--- src/rtl/sap_pkg.sv ---
// Package: shared types and helpers of the serial audio port.
// Assumes the widest supported audio word is 24 bits.
package sap_pkg;

    localparam int SAP_MAXW = 24;

    // Latched framing configuration, frozen while the port is busy.
    typedef struct packed {
        logic       rx_mode;
        logic       i2s_delay;
        logic       bclk_inv;
        logic       fclk_pol;
        logic [3:0] word_code;
    } sap_cfg_t;

    typedef enum logic [1:0] {
        ST_IDLE  = 2'd0,
        ST_ARMED = 2'd1,
        ST_RUN   = 2'd2
    } sap_state_t;

    // Word length in bits for a code; 0 marks an unsupported code.
    function automatic logic [4:0] sap_word_bits(input logic [3:0] code);
        case (code)
            4'd0:    return 5'd16;
            4'd4:    return 5'd20;
            4'd8:    return 5'd24;
            default: return 5'd0;
        endcase
    endfunction

endpackage

--- src/rtl/sap_fifo.sv ---
// Module: sap_fifo - small synchronous first-word-fall-through FIFO.
// Writes to a full FIFO and reads from an empty one are ignored.
// Assumes DEPTH is a power of two, at least 2.
module sap_fifo #(
    parameter int W     = 24,
    parameter int DEPTH = 4
) (
    input  logic         clk,
    input  logic         rst_n,
    input  logic         wr_en,
    input  logic [W-1:0] wr_data,
    input  logic         rd_en,
    output logic [W-1:0] rd_data,
    output logic         full,
    output logic         empty
);
    localparam int AW = $clog2(DEPTH);

    logic [W-1:0] mem [DEPTH];
    logic [AW:0]  wptr_q, rptr_q;

    assign empty   = (wptr_q == rptr_q);
    assign full    = (wptr_q[AW] != rptr_q[AW]) && (wptr_q[AW-1:0] == rptr_q[AW-1:0]);
    assign rd_data = mem[rptr_q[AW-1:0]];

    // Pointer update for accepted pushes and pops.
    always_ff @(posedge clk) begin
        if (!rst_n) begin
            wptr_q <= '0;
            rptr_q <= '0;
        end else begin
            if (wr_en && !full)  wptr_q <= wptr_q + 1'b1;
            if (rd_en && !empty) rptr_q <= rptr_q + 1'b1;
        end
    end

    // Storage write; contents need no reset.
    always_ff @(posedge clk) begin
        if (wr_en && !full) mem[wptr_q[AW-1:0]] <= wr_data;
    end

endmodule

--- src/rtl/sap_edge_det.sv ---
// Module: sap_edge_det - samples the serial link into the system clock domain
// and marks the launch and sample edges of the bit clock.
// Assumes the link is much slower than clk and the frame clock moves only with
// a launch edge, so one register stage is enough to capture it.
module sap_edge_det (
    input  logic clk,
    input  logic rst_n,
    input  logic bclk_in,
    input  logic fclk_in,
    input  logic sdata_in,
    input  logic bclk_inv,
    output logic launch,
    output logic sample,
    output logic fclk_lvl,
    output logic sdi_lvl
);
    logic bclk_q, bclk_d, fclk_q, sdi_q;
    logic eff_now, eff_old;

    // Capture the link levels and keep one older bit-clock copy.
    always_ff @(posedge clk) begin
        if (!rst_n) begin
            bclk_q <= 1'b0;
            bclk_d <= 1'b0;
            fclk_q <= 1'b0;
            sdi_q  <= 1'b0;
        end else begin
            bclk_q <= bclk_in;
            bclk_d <= bclk_q;
            fclk_q <= fclk_in;
            sdi_q  <= sdata_in;
        end
    end

    // Effective bit clock: its falling edge launches, its rising edge samples.
    always_comb begin
        eff_now = bclk_q ^ bclk_inv;
        eff_old = bclk_d ^ bclk_inv;
        sample  = eff_now & ~eff_old;
        launch  = ~eff_now & eff_old;
    end

    assign fclk_lvl = fclk_q;
    assign sdi_lvl  = sdi_q;

endmodule

--- src/rtl/sap_serdes.sv ---
// Module: sap_serdes - bit-slot counter plus transmit and receive shifters.
// Counts bit slots from each frame-clock change, places the word after the
// optional one-slot delay, pads with zeros and collects received bits.
// Assumes each slot is longer than word length plus delay.
module sap_serdes
    import sap_pkg::*;
#(
    parameter int SLOT_MAX = 63
) (
    input  logic                clk,
    input  logic                rst_n,
    input  logic                launch,
    input  logic                sample,
    input  logic                fclk_lvl,
    input  logic                sdi_lvl,
    input  sap_cfg_t            cfg,
    input  logic [4:0]          wbits,
    input  logic                chan_start,
    input  logic [SAP_MAXW-1:0] tx_word,
    input  logic                tx_avail,
    output logic                boundary,
    output logic                left_edge,
    output logic                sdo,
    output logic                tx_pop,
    output logic                tx_starve,
    output logic                rx_push,
    output logic [SAP_MAXW-1:0] rx_word
);
    localparam int CW = $clog2(SLOT_MAX + 1);
    localparam int PW = CW + 1;

    logic [CW-1:0]       cnt_q, cnt_nx;
    logic                fclk_prev_q, live_q, live_nx, sdo_q;
    logic [SAP_MAXW-1:0] tword_q, rword_q, word_nx, aligned, rx_next;
    logic [PW-1:0]       pos_tx, pos_rx;
    logic [4:0]          tx_idx;
    logic                tx_dir, load, tx_hit, rx_hit, rx_last;

    // Slot bookkeeping and the next transmit bit.
    always_comb begin
        boundary  = launch & (fclk_lvl != fclk_prev_q);
        left_edge = boundary & (fclk_lvl == cfg.fclk_pol);
        cnt_nx    = boundary ? '0 : ((cnt_q == CW'(SLOT_MAX)) ? cnt_q : cnt_q + 1'b1);
        live_nx   = boundary ? chan_start : live_q;
        tx_dir    = ~cfg.rx_mode;
        load      = chan_start & tx_dir;
        aligned   = tx_word << (5'(SAP_MAXW) - wbits);
        word_nx   = load ? (tx_avail ? aligned : '0) : tword_q;
        pos_tx    = PW'(cnt_nx) - PW'(cfg.i2s_delay);
        tx_hit    = live_nx & tx_dir & (cnt_nx >= CW'(cfg.i2s_delay)) & (pos_tx < PW'(wbits));
        tx_idx    = 5'(SAP_MAXW - 1) - pos_tx[4:0];
    end

    // Receive position within the current slot.
    always_comb begin
        pos_rx  = PW'(cnt_q) - PW'(cfg.i2s_delay);
        rx_hit  = live_q & cfg.rx_mode & (cnt_q >= CW'(cfg.i2s_delay)) & (pos_rx < PW'(wbits));
        rx_last = ((pos_rx + 1'b1) == PW'(wbits));
        rx_next = {rword_q[SAP_MAXW-2:0], sdi_lvl};
    end

    assign tx_pop    = load & tx_avail;
    assign tx_starve = load & ~tx_avail;
    assign rx_push   = sample & rx_hit & rx_last;
    assign rx_word   = rx_next;
    assign sdo       = sdo_q;

    // Advance slot state on launch edges and shift in on sample edges.
    always_ff @(posedge clk) begin
        if (!rst_n) begin
            cnt_q       <= '0;
            fclk_prev_q <= 1'b0;
            live_q      <= 1'b0;
            tword_q     <= '0;
            rword_q     <= '0;
            sdo_q       <= 1'b0;
        end else if (launch) begin
            cnt_q       <= cnt_nx;
            fclk_prev_q <= fclk_lvl;
            live_q      <= live_nx;
            tword_q     <= word_nx;
            sdo_q       <= tx_hit ? word_nx[tx_idx] : 1'b0;
            if (chan_start) rword_q <= '0;
        end else if (sample && rx_hit) begin
            rword_q <= rx_next;
        end
    end

endmodule

--- src/rtl/sap_port.sv ---
// Module: sap_port - stereo serial audio port, top level.
// Latches configuration while idle, arms on the first FIFO access, runs whole
// stereo pairs from a left-channel frame edge, and keeps sticky FIFO error
// flags with a gated interrupt. Assumes externally generated link clocks.
module sap_port
    import sap_pkg::*;
#(
    parameter int FIFO_DEPTH = 4,
    parameter int SLOT_MAX   = 63
) (
    input  logic                clk,
    input  logic                rst_n,
    input  logic                bclk_in,
    input  logic                fclk_in,
    input  logic                sdata_in,
    output logic                sdata_out,
    input  logic                port_en,
    input  logic                cfg_rx_mode,
    input  logic                cfg_i2s_delay,
    input  logic                cfg_bclk_inv,
    input  logic                cfg_fclk_pol,
    input  logic [3:0]          cfg_word_code,
    input  logic                err_irq_en,
    input  logic                tx_wr_en,
    input  logic [SAP_MAXW-1:0] tx_wr_data,
    output logic                tx_full,
    input  logic                rx_rd_en,
    output logic [SAP_MAXW-1:0] rx_rd_data,
    output logic                rx_empty,
    input  logic                err_clr_wr,
    input  logic [1:0]          err_clr_bits,
    output logic                tx_underflow,
    output logic                rx_overflow,
    output logic                err_irq,
    output logic                busy
);
    sap_cfg_t            cfg_in, cfg_q;
    sap_state_t          state_q, state_nx;
    logic [4:0]          wbits;
    logic                start_req, chan_start;
    logic                launch, sample, fclk_lvl, sdi_lvl;
    logic                boundary, left_edge;
    logic                tx_pop, tx_starve, rx_push;
    logic [SAP_MAXW-1:0] tx_head, rx_word;
    logic                tx_empty_i, rx_full_i;
    logic                uf_q, of_q;

    assign cfg_in = '{rx_mode:   cfg_rx_mode,
                      i2s_delay: cfg_i2s_delay,
                      bclk_inv:  cfg_bclk_inv,
                      fclk_pol:  cfg_fclk_pol,
                      word_code: cfg_word_code};
    assign wbits  = sap_word_bits(cfg_q.word_code);

    sap_edge_det u_edge (
        .clk      (clk),
        .rst_n    (rst_n),
        .bclk_in  (bclk_in),
        .fclk_in  (fclk_in),
        .sdata_in (sdata_in),
        .bclk_inv (cfg_q.bclk_inv),
        .launch   (launch),
        .sample   (sample),
        .fclk_lvl (fclk_lvl),
        .sdi_lvl  (sdi_lvl)
    );

    sap_serdes #(.SLOT_MAX(SLOT_MAX)) u_serdes (
        .clk        (clk),
        .rst_n      (rst_n),
        .launch     (launch),
        .sample     (sample),
        .fclk_lvl   (fclk_lvl),
        .sdi_lvl    (sdi_lvl),
        .cfg        (cfg_q),
        .wbits      (wbits),
        .chan_start (chan_start),
        .tx_word    (tx_head),
        .tx_avail   (~tx_empty_i),
        .boundary   (boundary),
        .left_edge  (left_edge),
        .sdo        (sdata_out),
        .tx_pop     (tx_pop),
        .tx_starve  (tx_starve),
        .rx_push    (rx_push),
        .rx_word    (rx_word)
    );

    sap_fifo #(.W(SAP_MAXW), .DEPTH(FIFO_DEPTH)) u_tx_fifo (
        .clk     (clk),
        .rst_n   (rst_n),
        .wr_en   (tx_wr_en),
        .wr_data (tx_wr_data),
        .rd_en   (tx_pop),
        .rd_data (tx_head),
        .full    (tx_full),
        .empty   (tx_empty_i)
    );

    sap_fifo #(.W(SAP_MAXW), .DEPTH(FIFO_DEPTH)) u_rx_fifo (
        .clk     (clk),
        .rst_n   (rst_n),
        .wr_en   (rx_push),
        .wr_data (rx_word),
        .rd_en   (rx_rd_en),
        .rd_data (rx_rd_data),
        .full    (rx_full_i),
        .empty   (rx_empty)
    );

    // Start request: first access in the chosen direction with a valid code.
    always_comb begin
        start_req = port_en && (sap_word_bits(cfg_in.word_code) != 5'd0) &&
                    (cfg_in.rx_mode ? rx_rd_en : tx_wr_en);
        chan_start = boundary &&
                     (((state_q == ST_RUN) && !(left_edge && !port_en)) ||
                      ((state_q == ST_ARMED) && left_edge && port_en));
    end

    // Next-state logic of the transfer controller.
    always_comb begin
        state_nx = state_q;
        case (state_q)
            ST_IDLE:  if (start_req) state_nx = ST_ARMED;
            ST_ARMED: if (!port_en) state_nx = ST_IDLE;
                      else if (left_edge) state_nx = ST_RUN;
            ST_RUN:   if (left_edge && !port_en) state_nx = ST_IDLE;
            default:  state_nx = ST_IDLE;
        endcase
    end

    // Controller state and configuration capture while idle.
    always_ff @(posedge clk) begin
        if (!rst_n) begin
            state_q <= ST_IDLE;
            cfg_q   <= '0;
        end else begin
            state_q <= state_nx;
            if (state_q == ST_IDLE) cfg_q <= cfg_in;
        end
    end

    // Sticky error flags; a new event wins over a simultaneous clear.
    always_ff @(posedge clk) begin
        if (!rst_n) begin
            uf_q <= 1'b0;
            of_q <= 1'b0;
        end else begin
            uf_q <= (uf_q && !(err_clr_wr && err_clr_bits[0])) || tx_starve;
            of_q <= (of_q && !(err_clr_wr && err_clr_bits[1])) || (rx_push && rx_full_i);
        end
    end

    assign tx_underflow = uf_q;
    assign rx_overflow  = of_q;
    assign err_irq      = err_irq_en && (uf_q || of_q);
    assign busy         = (state_q != ST_IDLE);

endmodule

--- config.mk ---
export PLATFORM = sky130hd
export DESIGN_NAME = sap_port
export DESIGN_NICKNAME = d
export VERILOG_FILES = /design/src/rtl/sap_pkg.sv /design/src/rtl/sap_fifo.sv /design/src/rtl/sap_edge_det.sv /design/src/rtl/sap_serdes.sv /design/src/rtl/sap_port.sv
export SDC_FILE = /design/constraint.sdc
export NUM_CORES = 1
export LEC_CHECK = 0
export BUFFER_PORTS_ARGS = -buffer_cell sky130_fd_sc_hd__buf_2
export CORE_ASPECT_RATIO = 2
export CORE_MARGIN = 1.5
export CORE_UTILIZATION = 35
export CTS_CLUSTER_SIZE = 20
export DETAILED_ROUTE_END_ITERATION = 16
export PLACE_DENSITY = 0.5
export SETUP_SLACK_MARGIN = 0.1
export SYNTH_ARGS = -nofsm -noshare
export SYNTH_HDL_FRONTEND = slang
export SYNTH_HIERARCHICAL = 1
export SYNTH_SLANG_ARGS = --single-unit
--- constraint.sdc ---
create_clock -name clk -period 7 [get_ports clk]
set_clock_uncertainty 0.15 [all_clocks]
set_input_delay 0 -clock clk [delete_from_list [all_inputs] [get_ports clk]]
set_output_delay 0 -clock clk [all_outputs]
set_load 0.03 [all_outputs]
==> run metrics <==
CP arrival 5.29 ns; Slew Viols, Final 0; clk sinks 280; drt initial violations 441; GRT Max-Usage Layer met2; crit path capture type flip-flop; Area Overhead vs Synth 17.1%; Crit-path slowest cell buf_4; met1 GRT Util 15.6%; Synth Instances 1062; Post-CTS Hold Fix Bufs 60; Req. time, crit path 7.27 ns; H-tree lvl count 1; Max Cap Viol 0; dominant cell type by area after synthesis edfxtp_1; post-CTS setup buffers 0; first-pass GRT wire length 52500 µm; TritonRoute pass-1 iters 5; Mapped Area 13800 µm²; worst rel slew slack 30.3%; via count 9109; CP Class reg -> reg; num rows about 100; setup violators final 0; post-DP HPWL 23500 µm; Max Root-Sink Buffers 3; Synth top area share 41.9%; placed insts 1621; layout cells sized above 1 between 20% and 30%; I/O pin count 75; fmax 0.199 GHz; crit-path most repeated cell buf_4; fin area 16100 µm²; Startpoint Class flip-flop; Num CTS Buffers 27; Worst Tran Pin Value about 1.0 ns; Leak roughly 0.0058 µW; antenna-violating nets left 0; Peak VDD IR 0.000222 V; Post-synth EDFFs 192; overall routing resource usage between 15 and 20%; Resized Gates After CTS 0; synthesis-stage register bit count 280; largest net degree at the start of global routing 56; Synth warnings 6; worst min path class in -> reg; clock transition at the registers of the reported paths 0.07 ns; crit path cell chain mux2i_4 -> buf_4 -> nand2_1 -> nor2_1 -> nor2b_1 -> o21ai_1 -> and2_1 -> buf_4 -> nand3b_1 -> clkinv_1 -> o21ai_0 -> buf_4 -> o21ai_0 -> a2111oi_0 -> o41ai_1 -> a41oi_1 -> a221oi_2; DRC 0; global route overflow 0; Die W 143 µm; Final Hold Vio Count 0; initial core utilization 35.5%; diode count 0; top cells by area, synth edfxtp_1, dfxtp_1, mux4_2; die span in y 284 µm; total power per unit cell area 241 nW/µm²; sequential-to-total area share from yosys stat 54.7%; Post-synth ARST share 0%; Total Neg Setup Slack 0 ns; Area after DPL 14600 µm²; Period minus WS final 5.02 ns; vias in the first global route around 9.5k; vias per cell roughly 5.3; met3 Use GR 1.64%; Worst Path Max Fanout 55; fin cells 1730; antenna violations before repair 0; worst-skew pair later-pin latency between 0.5 and 0.6 ns; outcome finished clean; Nets 1259; TritonCTS clock tree yes; RSZ-0062 raised after global routing no; slowest stage delay, CP 0.48 ns; fin crit share 71.7%; IO buf count 74; met2 usage 34.4%; Core Footprint 38800 µm²; die footprint 40600 µm²; Distinct cells, synth 83; final wirelength between 30000 and 40000 µm; Avg Cell Area, Syn 13.0 µm²; wire per inst 19.3 µm; root cell of the clock tree clkbuf_16; Final GP Congestion just under 0.9; main flop type after synthesis edfxtp_1
==> critical path, delay by kind of cell (launching register included) <==
family | cells | cell delay, ns
compound gates | 7 | 1.55
buf+inv | 4 | 1.31
flops | 1 | 0.44
mux | 1 | 0.26
simple gates | 5 | 1.13
==> cell usage after synthesis, types with 11 or more instances <==
master / instances
and2_1: 16
buf_2: 15
nand2_1: 87
mux2i_1: 68
clkbuf_1: 24
o21ai_0: 32
dfxtp_1: 88
a22oi_1: 11
o211ai_1: 11
xnor2_1: 15
xor2_1: 14
nor2_1: 74
edfxtp_1: 192
mux2_2: 18
nand3_1: 22
mux4_2: 61
nor3_1: 21
o22a_1: 23
ha_1: 25
a21oi_1: 24
inv_1: 29
==> layout by cell type, fill, tap and decap left out, types with 6 or more instances in the layout <==
master | Yosys | layout
edfxtp_1 | 192 | 192
nand2_1 | 87 | 87
dfxtp_1 | 88 | 86
buf_2 | 15 | 74
nor2_1 | 74 | 72
mux2i_1 | 68 | 67
mux4_2 | 61 | 61
dlygate4sd3_1 | 0 | 60
o21ai_0 | 32 | 32
inv_1 | 29 | 29
clkbuf_16 | 0 | 27
ha_1 | 25 | 25
a21oi_1 | 24 | 24
o22a_1 | 23 | 23
nand3_1 | 22 | 22
buf_4 | 7 | 21
nor3_1 | 21 | 21
mux2_2 | 18 | 18
and2_1 | 16 | 16
xnor2_1 | 15 | 15
xor2_1 | 14 | 14
a22oi_1 | 11 | 11
o211ai_1 | 11 | 11
a211o_1 | 10 | 10
nor2b_1 | 9 | 9
nand4_1 | 9 | 9
nand3b_1 | 9 | 9
a211oi_1 | 8 | 8
a21boi_1 | 8 | 8
conb_1 | 1 | 8
a32oi_1 | 7 | 7
clkinv_1 | 2 | 6
==> where the power goes <==
group          switching [µW]  internal [µW]
Combinational             313            233
Clock                     639            841
Sequential               47.4           1820
==> kinds of logic (layout without fill, tap and decap cells) <==
logic type / Yosys count / after routing / synth area share (%)
adders and majority gates: 25 / 25 / 2.27
muxes: 148 / 148 / 16.5
AOI/OAI and AO/OA: 191 / 191 / 10.5
and+or+nand+nor: 286 / 286 / 10.2
DFF: 280 / 280 / 54.7
other: 1 / 8 / 0.0272
xor gates and xnor gates: 32 / 32 / 2.28
buffers and inverters: 99 / 240 / 3.64
==> state kept, by name, indices dropped and copies added, names as in the netlist, named ones only <==
| register | flops |
|---|---|
| u_rx_fifo/rptr_q | 3 |
| state_q | 2 |
| u_serdes/tword_q | 24 |
| u_edge/bclk_d | 1 |
| u_edge/bclk_q | 1 |
| tx_underflow | 1 |
| u_edge/sdi_lvl | 1 |
| u_serdes/live_q | 1 |
| u_serdes/sdo | 1 |
| u_serdes/cnt_q | 6 |
| u_rx_fifo/wptr_q | 3 |
| u_serdes/fclk_prev_q | 1 |
| u_tx_fifo/mem | 96 |
| u_tx_fifo/wptr_q | 3 |
| u_edge/fclk_lvl | 1 |
| cfg_q | 8 |
| u_tx_fifo/rptr_q | 3 |
| u_serdes/rword_q | 23 |
| u_rx_fifo/mem | 96 |
| rx_overflow | 1 |
==> through the flow <==
stage	setup WS (ns)	util [%]	hold WS, ns	total power, µW
global placement	2.08	37.7	0.0630	2420
detailed placement	2.05	37.7	0.0654	2430
finish	1.98	41.6	0.0366	3890
floorplan	2.55	-	-0.0511	2270
CTS	2.03	41.6	0.0113	3950
global route	1.58	41.6	0.0271	4050
==> layer usage <==
layer,wire length (µm),up-vias
li1,-,4323
met1,11600,4547
met2,19600,170
met3,784,69
met4,1440,0
met5,0,-
==> worst paths after layout <==
kind | cells after the start | start | end | slack (ns)
setup / recovery | 17 | cfg_q[5]$_SDFFE_PN0P_ | u_serdes/sdo$_SDFFE_PN0P_ | 1.98
hold / removal | 2 | tx_wr_data[21] | u_tx_fifo/mem[0][21]$_DFFE_PP_ | 0.04
setup reg to reg | 17 | cfg_q[5]$_SDFFE_PN0P_ | u_serdes/sdo$_SDFFE_PN0P_ | 1.98
hold reg to reg | 2 | u_serdes/tword_q[18]$_SDFFE_PN0P_ | u_serdes/tword_q[18]$_SDFFE_PN0P_ | 0.33
==> final cells by class <==
class	count	area (µm²)
Fill cell	3747	22700
Sequential cell	280	7530
Multi-Input combinational cell	690	5800
Timing Repair Buffer	155	1130
Clock buffer	34	722
Tap cell	520	651
Clock inverter	15	159
Inverter	36	138
No activity file was read; power rests on OpenSTA's default activity.
